**src/rtl/sup_pkg.sv**
```systemverilog
package sup_pkg;

  typedef struct packed {
    logic wdog;
    logic manual;
    logic supply;
  } sup_cause_t;

  localparam int unsigned CAUSE_W = $bits(sup_cause_t);

endpackage

```
**src/rtl/sup_sync2.sv**
```systemverilog
module sup_sync2 #(
  parameter int unsigned  WIDTH   = 1,
  parameter logic [WIDTH-1:0] RST_VAL = '0
) (
  input  logic             clk,
  input  logic             rst_n,
  input  logic [WIDTH-1:0] d_i,
  output logic [WIDTH-1:0] q_o
);

  for (genvar gi = 0; gi < WIDTH; gi++) begin : g_bit
    logic stage1_q, stage2_q;

    always_ff @(posedge clk or negedge rst_n) begin
      if (!rst_n) begin
        stage1_q <= RST_VAL[gi];
        stage2_q <= RST_VAL[gi];
      end else begin
        stage1_q <= d_i[gi];
        stage2_q <= stage1_q;
      end
    end

    assign q_o[gi] = stage2_q;
  end

endmodule

```
**src/rtl/sup_mr_filter.sv**
```systemverilog
module sup_mr_filter #(
  parameter int unsigned MR_GLITCH = 20
) (
  input  logic clk,
  input  logic rst_n,
  input  logic mr_n_sync_i,
  output logic mr_active_o
);

  localparam int unsigned CNT_W   = (MR_GLITCH > 1) ? $clog2(MR_GLITCH) : 1;
  localparam logic [CNT_W-1:0] CNT_LAST = CNT_W'(MR_GLITCH - 1);

  logic [CNT_W-1:0] low_cnt_q, low_cnt_d;
  logic             active_q, active_d;
  logic             cnt_en;

  always_comb begin
    low_cnt_d = low_cnt_q;
    active_d  = active_q;
    cnt_en    = 1'b0;
    if (mr_n_sync_i) begin
      low_cnt_d = '0;
      active_d  = 1'b0;
      cnt_en    = 1'b1;
    end else if (!active_q) begin
      cnt_en = 1'b1;
      if (low_cnt_q == CNT_LAST) begin
        active_d = 1'b1;
      end else begin
        low_cnt_d = low_cnt_q + 1'b1;
      end
    end
  end

  always_ff @(posedge clk or negedge rst_n) begin
    if (!rst_n) begin
      low_cnt_q <= '0;
      active_q  <= 1'b0;
    end else if (cnt_en) begin
      low_cnt_q <= low_cnt_d;
      active_q  <= active_d;
    end
  end

  assign mr_active_o = active_q;

endmodule

```
**src/rtl/sup_watchdog.sv**
```systemverilog
module sup_watchdog #(
  parameter int unsigned WD_TIMEOUT = 4000,
  localparam int unsigned CNT_W = (WD_TIMEOUT > 1) ? $clog2(WD_TIMEOUT) : 1
) (
  input  logic             clk,
  input  logic             rst_n,
  input  logic             strobe_sync_i,
  input  logic             float_i,
  input  logic             hold_i,
  output logic             expire_o,
  output logic [CNT_W-1:0] cnt_o
);

  localparam int unsigned FLOAT_LIM = (WD_TIMEOUT * 7) / 8;
  localparam logic [CNT_W-1:0] CNT_LAST  = CNT_W'(WD_TIMEOUT - 1);
  localparam logic [CNT_W-1:0] FLOAT_TOP = CNT_W'((FLOAT_LIM > 0) ? FLOAT_LIM - 1 : 0);

  logic             strobe_prev_q;
  logic             strobe_edge;
  logic [CNT_W-1:0] cnt_q, cnt_d;
  logic             expire;

  assign strobe_edge = strobe_sync_i ^ strobe_prev_q;

  always_comb begin
    cnt_d  = cnt_q + 1'b1;
    expire = 1'b0;
    if (hold_i || strobe_edge) begin
      cnt_d = '0;
    end else if (float_i && (cnt_q >= FLOAT_TOP)) begin
      cnt_d = '0;
    end else if (!float_i && (cnt_q == CNT_LAST)) begin
      cnt_d  = '0;
      expire = 1'b1;
    end
  end

  always_ff @(posedge clk or negedge rst_n) begin
    if (!rst_n) begin
      strobe_prev_q <= 1'b0;
      cnt_q         <= '0;
    end else begin
      strobe_prev_q <= strobe_sync_i;
      cnt_q         <= cnt_d;
    end
  end

  assign expire_o = expire;
  assign cnt_o    = cnt_q;

endmodule

```
**src/rtl/sup_hold_timer.sv**
```systemverilog
module sup_hold_timer
  import sup_pkg::*;
#(
  parameter int unsigned RST_TIMEOUT = 1000
) (
  input  logic       clk,
  input  logic       rst_n,
  input  sup_cause_t cause_i,
  output logic       asserted_o,
  output sup_cause_t cause_o
);

  localparam int unsigned CNT_W = (RST_TIMEOUT > 1) ? $clog2(RST_TIMEOUT) : 1;
  localparam logic [CNT_W-1:0] CNT_LAST = CNT_W'(RST_TIMEOUT - 1);

  logic [CNT_W-1:0] cnt_q, cnt_d;
  logic             asserted_q, asserted_d;
  sup_cause_t       cause_q, cause_d;
  logic             any_cause;
  logic             upd_en;

  assign any_cause = |cause_i;

  always_comb begin
    cnt_d      = cnt_q;
    asserted_d = asserted_q;
    cause_d    = cause_q;
    upd_en     = 1'b0;
    if (any_cause) begin
      upd_en     = 1'b1;
      cnt_d      = '0;
      asserted_d = 1'b1;
      cause_d    = asserted_q ? (cause_q | cause_i) : cause_i;
    end else if (asserted_q) begin
      upd_en = 1'b1;
      if (cnt_q == CNT_LAST) begin
        asserted_d = 1'b0;
        cnt_d      = '0;
      end else begin
        cnt_d = cnt_q + 1'b1;
      end
    end
  end

  always_ff @(posedge clk or negedge rst_n) begin
    if (!rst_n) begin
      cnt_q      <= '0;
      asserted_q <= 1'b1;
      cause_q    <= '0;
    end else if (upd_en) begin
      cnt_q      <= cnt_d;
      asserted_q <= asserted_d;
      cause_q    <= cause_d;
    end
  end

  assign asserted_o = asserted_q;
  assign cause_o    = cause_q;

endmodule

```
**src/rtl/sup_reset_ctrl.sv**
```systemverilog
module sup_reset_ctrl
  import sup_pkg::*;
#(
  parameter int unsigned RST_TIMEOUT = 1000,
  parameter int unsigned WD_TIMEOUT  = 4000,
  parameter int unsigned MR_GLITCH   = 20
) (
  input  logic       clk,
  input  logic       rst_n,
  input  logic       supply_fault_i,
  input  logic       mrst_n_i,
  input  logic       wd_strobe_i,
  input  logic       wd_float_i,
  output logic       reset_n_o,
  output logic [2:0] cause_o
);

  localparam int unsigned WD_CW = (WD_TIMEOUT > 1) ? $clog2(WD_TIMEOUT) : 1;

  logic [1:0]       async_in, sync_out;
  logic             mr_n_sync, strobe_sync;
  logic             mr_active;
  logic             wd_expire;
  logic [WD_CW-1:0] wd_cnt;
  logic             rst_asserted;
  sup_cause_t       cause_vec, cause_lat;

  assign async_in = {wd_strobe_i, mrst_n_i};

  sup_sync2 #(.WIDTH(2), .RST_VAL(2'b01)) u_sync (
    .clk  (clk),
    .rst_n(rst_n),
    .d_i  (async_in),
    .q_o  (sync_out)
  );

  assign mr_n_sync   = sync_out[0];
  assign strobe_sync = sync_out[1];

  sup_mr_filter #(.MR_GLITCH(MR_GLITCH)) u_mr (
    .clk        (clk),
    .rst_n      (rst_n),
    .mr_n_sync_i(mr_n_sync),
    .mr_active_o(mr_active)
  );

  sup_watchdog #(.WD_TIMEOUT(WD_TIMEOUT)) u_wd (
    .clk          (clk),
    .rst_n        (rst_n),
    .strobe_sync_i(strobe_sync),
    .float_i      (wd_float_i),
    .hold_i       (rst_asserted),
    .expire_o     (wd_expire),
    .cnt_o        (wd_cnt)
  );

  always_comb begin
    cause_vec.supply = supply_fault_i;
    cause_vec.manual = mr_active;
    cause_vec.wdog   = wd_expire;
  end

  sup_hold_timer #(.RST_TIMEOUT(RST_TIMEOUT)) u_hold (
    .clk       (clk),
    .rst_n     (rst_n),
    .cause_i   (cause_vec),
    .asserted_o(rst_asserted),
    .cause_o   (cause_lat)
  );

  assign reset_n_o = ~rst_asserted;
  assign cause_o   = cause_lat;

endmodule

```
**config.mk**
```make
export PLATFORM = sky130hd
export DESIGN_NAME = sup_reset_ctrl
export DESIGN_NICKNAME = d
export VERILOG_FILES = /design/src/rtl/sup_pkg.sv /design/src/rtl/sup_sync2.sv /design/src/rtl/sup_mr_filter.sv /design/src/rtl/sup_watchdog.sv /design/src/rtl/sup_hold_timer.sv /design/src/rtl/sup_reset_ctrl.sv
export SDC_FILE = /design/constraint.sdc
export NUM_CORES = 1
export LEC_CHECK = 0
export CAP_MARGIN = 10
export CORE_MARGIN = 8
export CORE_UTILIZATION = 55
export DETAILED_ROUTE_END_ITERATION = 6
export GPL_TIMING_DRIVEN = 0
export PLACE_DENSITY = 0.74
export SLEW_MARGIN = 40
export SYNTH_ARGS = -nofsm -noshare
export SYNTH_HDL_FRONTEND = slang
export SYNTH_HIERARCHICAL = 1
export SYNTH_SLANG_ARGS = --single-unit
```
**constraint.sdc**
```tcl
create_clock -name clk -period 3.95 [get_ports clk]
set_input_delay 0.79 -clock clk [delete_from_list [all_inputs] [get_ports clk]]
set_output_delay 0.79 -clock clk [all_outputs]
set_load 0.005 [all_outputs]
```
== After elaboration in Yosys (flattened, before gate mapping) ==
Index checks and enable logic that the tools add are counted.

* Input port bits: 6
* Word-level logic and storage cells: 57
* Bits in registers: 37

* Equality and inequality tests: 5
* Muxes and demuxes: 23
* $add $sub $neg: 3
* Magnitude comparators: 1
* Bitwise logic cells: 3
* Reductions and logical operators: 9

{| class="wikitable"
|+ Operator list
! kind !! number
|-
| 2-to-1 mux 12 bit || 3
|-
| 2-to-1 mux 10 bit || 3
|-
| 2-to-1 mux 5 bit || 3
|-
| 2-to-1 mux 1 bit || 13
|-
| adder 12 x 1 -> 12 bit (second input constant) || 1
|-
| equality test 12 bit (second input constant) || 1
|-
| >= comparator 12 bit (second input constant) || 1
|-
| adder 10 x 1 -> 10 bit (second input constant) || 1
|-
| equality test 10 bit (second input constant) || 1
|-
| adder 5 x 1 -> 5 bit (second input constant) || 1
|-
| equality test 5 bit (second input constant) || 1
|-
| inequality test 2 bit (second input constant) || 2
|-
| AND reduction 2 bit || 2
|-
| 2-to-1 mux 3 bit || 1
|-
| bitwise OR 3 bit || 1
|-
| AND reduction 3 bit || 1
|-
| OR reduction 3 bit || 1
|-
| logical AND 1 bit || 2
|-
| nonzero test 2 bit || 1
|-
| logical NOT 1 bit || 1
|-
| logical OR 1 bit || 1
|-
| NOT 1 bit || 1
|-
| XOR 1 bit || 1
|}

== Longest topological paths before layout ==
* Depth in word-level cells: 8
* Depth in mapped cells: 9
* Mapped depth without buffers: 8

== Modules after synthesis ==
The synthesis kept the hierarchy.

{| class="wikitable"
|+ Modules (own cells, without submodules)
! module !! area an instance (µm²) !! cells an instance !! instances
|-
| sup_watchdog || 729.4 || 66 || 1
|-
| sup_hold_timer || 726.9 || 77 || 1
|-
| sup_mr_filter || 305.3 || 28 || 1
|-
| sup_sync2 || 117.6 || 6 || 1
|-
| sup_reset_ctrl || 3.8 || 1 || 1
|}

== Worst setup path after synthesis ==
No wires, ideal clock.

* Path kind: input-to-reg
* Start point: input wd_float_i
* End point: register u_hold.cnt_q[7]
* Slack: 1192 ps
* Arrival time: 2633 ps
* Library setup time: 125 ps
* Data required time: 3825 ps
* Stages: 8
* Buffers on the path: 1
* Path through: or4b_1 -> nor4_4 -> and3b_1 -> or3_1 -> buf_2 -> nor2_1 -> a31o_1 -> mux2_4

* Cells in the longest elaborated chain, start to end: 8

{| class="wikitable"
|+ Ends and longest elaborated chain
! what !! line !! source
|-
| from (decl) || sup_reset_ctrl.sv:13 || <nowiki>input logic wd_float_i,</nowiki>
|-
| logical NOT 1 bit || sup_watchdog.sv:32 || <nowiki>end else if (!float_i && (cnt_q == CNT_LAST)) begin</nowiki>
|-
| logical AND 1 bit || sup_watchdog.sv:32 ||
|-
| 2-to-1 mux 1 bit || sup_watchdog.sv:32 ||
|-
| 2-to-1 mux 1 bit (*) || sup_watchdog.sv:30 || <nowiki>end else if (float_i && (cnt_q >= FLOAT_TOP)) begin</nowiki>
|-
| 2-to-1 mux 1 bit (*) || sup_watchdog.sv:28 || <nowiki>if (hold_i || strobe_edge) begin</nowiki>
|-
| named net wd_expire || sup_reset_ctrl.sv:23 || <nowiki>logic wd_expire;</nowiki>
|-
| OR reduction 3 bit (*) || sup_hold_timer.sv:22 || <nowiki>assign any_cause = |cause_i;</nowiki>
|-
| nonzero test 2 bit (no source line) / 2-to-1 mux 1 bit (equally long branches) || -- ||
|-
| AND reduction 2 bit (no source line) || -- ||
|-
| to (signal assigned) || sup_hold_timer.sv:51 || <nowiki>cnt_q <= cnt_d;</nowiki>
|-
| to (decl) || sup_hold_timer.sv:16 || <nowiki>logic [CNT_W-1:0] cnt_q, cnt_d;</nowiki>
|}

Mark *: on every way through the listed nets, which the timed path passes. The rest lies on a longest branch.
A chain may end at the register's enable or synchronous reset.

== Worst setup path in the final report ==
Same ends and word-level chain as after synthesis.

==> metrics.md <==
| Metric | Value |
|---|---|
| Vias in the first global route | 1456 |
| Clock transition at path regs | 110 ps |
| Die width | approximately 75 um |
| Leak pwr | 0.8511 nW |
| # port buffers | 9 |
| DRC | 0 |
| Final slew viol count | 0 |
| Post-cts resize count | 0 |
| Net Sw Frac | 0.2372 |
| Post-route ant nets | 0 |
| Main flop type after synthesis | dfrtp_1 |
| Status | completed |
| Synthesized area per cell | 10.58 um2 |
| Slew @ Worst Pin | between 600 and 700 ps |
| Fmax | 312.0 MHz |
| DRT iter0 DRCs | 148 |
| Crit path time final | 3205 ps |
| Psw | 0.1529 mW |
| Largest family of logic cells by synthesized area | simple AND/OR/NAND/NOR gates |
| Number of synthesized flops with an enable pin | 0 |
| Via count | 1483 |
| Nature of the critical path endpoint | flop |
| FF+latch count, synth | 37 |
| VDD IR max | 204.7 uV |
| CTS tree | built |
| Die Height | ~75 um |
| Post-DP HPWL | approximately 2800 um |
| Count leader, synth | dfrtp_1 |
| Routed length on met2 | about 1900 um |
| Clk_skew | 9.544 ps |
| Crit start category | input port |
| List of most frequent post-synthesis cells | dfrtp_1 (34), nand2_1 (16), nor2_1 (10) |
| Cell-internal power | 0.4917 mW |
| Share of the synthesized area in the top cell type | 0.4518 |
| Leading post-synthesis cells by cell area | dfrtp_1 (45%), dfstp_2 (4.2%), nand2_1 (3.2%) |
| Routed WL per cell | between 15 and 20 um |
| Post-synthesis adder-cell area fraction | 0.01993 |
| Mux cell area share after synthesis | 0.01927 |
| Vias per cell | about 6 |
| Initial antenna violation count | 0 |
| Max layer used | met4 |
| Sequential-to-total area share from yosys stat | 0.4937 |
| Yosys synthesis warning count | 6 |
| Pwr Total | 0.6447 mW |
| Final nets | 204 |
| DRT Pass-1 Iters | 4 |
| H-tree depth | 2 |
| Final Non-Filler Cells | 242 |
| Post-CTS Setup Bufs | 0 |
| Total GRT Usage | 0.1584 |
| DP Cell Count | between 200 and 250 |
| # fillers | 288 |
| Total grt overflow | 0 |
| Area delta synth->final | 12.62% |
| CTS Sinks | 37 |
| Logic pwr share | 0.060 |
| Total wire length | roughly 3800 um |
| Setup CP Type | in2reg |
| Final setup fails | 0 |
| Core area | 3311 um2 |
| Syn Inst Count | between 150 and 200 |
| Post-cts hold buffer count | 0 |
| Initial Util | 0.5688 |
| Ant. Diodes | 0 |
| Placement Cell Area | 2053 um2 |
| Pin count of the biggest net entering global routing | 22 |
| Final hold vios | 0 |
| CTS root buffer | clkbuf_4 |
| Layout cells sized above 1 | 0.1633 |
| Met3 wire len | roughly 210 um |
| Worst hold path type | in2async |
| WP data arrival | 3440 ps |
| Simple-gate area share of the yosys netlist | 0.2518 |
| Final Cell Area | 2121 um2 |
| Row cnt | 21 |
| RSZ-0062 raised after global routing | false |
| Clock Latency Late Sink | around 340 ps |
| Synth async-reset ratio | 1.000 |
| I/O pin cnt | 10 |
| Cell taking the most area after synthesis | dfrtp_1 |
| Sequential Power Share | 0.611 |
| Register-to-Register Path Depth | 8 |
| Die Area | about 5600 um2 |
| Clock group share of total power | 0.329 |
| First-pass GRT wire length | approximately 6800 um |
| Required @ worst endpoint | about 4200 ps |
| Max_cap viols | 0 |
| Xor/xnor share of the synthesized area | 0.03256 |
| Synthesized area | 1883 um2 |
| Compound-Gate Fraction of Synth Area | 0.1495 |
| CP Max Fanout | 10 |
| Power Dens Cells | 304.0 nW/um2 |
| CTS max path bufs | 2 |
| TritonCTS buffer count | 5 |
| GPL Wtd Cong | 0.8868 |
| Mapped Nets | 187 |
| Fin Setup TNS | 0 ps |
| Tcrit/Tclk final | 0.8114 |
| Routed met1 length | 1676 um |
| Max_slew headroom | 0.5766 |
| Distinct cells, synth | 54 |
==> final timing paths <==
path / from / endpoint / slack, ps
max reg2reg: u_wd/cnt_o[5] / u_hold/cnt_q[7] / 1110
min reg2reg: u_sync/g_bit[0].stage1_q / u_sync/g_bit[0].stage2_q / 370
min in group clk: u_sync/g_bit[0].stage1_q / u_sync/g_bit[0].stage2_q / 370
max in group asynchronous: rst_n / u_hold/asserted_o / 3060
max: wd_float_i / u_hold/cnt_q[7] / 750
min: rst_n / u_wd/cnt_o[2] / 370
==> state kept, by name, summed over array words and instances (netlist names) <==
signal	count
u_wd/cnt_o	12
u_hold/cnt_q	10
u_mr/low_cnt_q	5
u_hold/cause_o	3
u_sync/g_bit.stage1_q	2
u_sync/g_bit.stage2_q	2
u_hold/asserted_o	1
u_mr/mr_active_o	1
u_wd/strobe_prev_q	1
==> power by group through the flow <==
stage | sequential, mW | combinational (mW) | clock (mW)
2_1_floorplan | 0.399 | 0.0193 | 0
5_1_grt | 0.395 | 0.0446 | 0.240
3_5_place_dp | 0.401 | 0.0394 | 0
4_1_cts | 0.394 | 0.0394 | 0.218
3_3_place_gp | 0.400 | 0.0343 | 0
6_report | 0.394 | 0.0389 | 0.212
==> cell usage in the layout, fill, tap and decap left out, drive strengths merged, types with 3 or more instances in the layout <==
cell type,n
dfrtp,34
a21oi,6
nand2,16
nor4,4
a31oi,4
ha,3
nor2,10
clkbuf,9
inv,5
clkdlybuf4s50,8
nand3,8
o21ai,9
xnor2,3
a2111oi,6
or3,9
nor3,4
o31ai,4
nand2b,5
buf,7
nand4,7
or4,4
a21o,3
dfstp,3
xor2,4
==> kinds of logic after synthesis <==
kind of cell / Yosys count
multiplexers: 3
buffers and inverters: 12
XOR/XNOR: 7
AND/OR/NAND/NOR: 77
flip-flops: 37
adder cells (fa/ha/maj): 3
AO/OA/AOI/OAI: 39
==> critical path, stage by stage <==
cell and delay [ps]:
clkdlybuf4s50_1 430, or4b_1 530, nor4_4 500, and3b_1 340
or3_1 130, buf_2 160, nor2_1 100, a31o_1 200
mux2_4 260
==> layer usage <==
metal	track usage	vias up
met2	0.2575	40
li1	-	708
met5	0	-
met1	0.1922	727
met3	0.04313	8
met4	0.06522	0
==> area by class of cell <==
class                      instances  area [um2]  area share
multi-input combinational        129       895.9      0.4224
sequential                        37       929.6      0.4383
clock inverter                     1       7.507    0.003540
buffer                             7       43.79     0.02065
tap                               46       57.56     0.02714
timing repair buffer              10       112.6     0.05310
inverter                           5       18.77    0.008850
clock buffer                       7       55.05     0.02596
==> per-stage QoR <==
step                utilization  worst slack (ps)  hold slack, ps
finish                   0.6406             745.2           366.0
global route             0.6406             663.7           368.9
CTS                      0.6391             832.2           363.9
detailed placement       0.6202             476.6           353.0
global placement         0.6134             493.5           335.5
floorplan                     -              1192           331.2
Power figures use the tool's default switching activity.
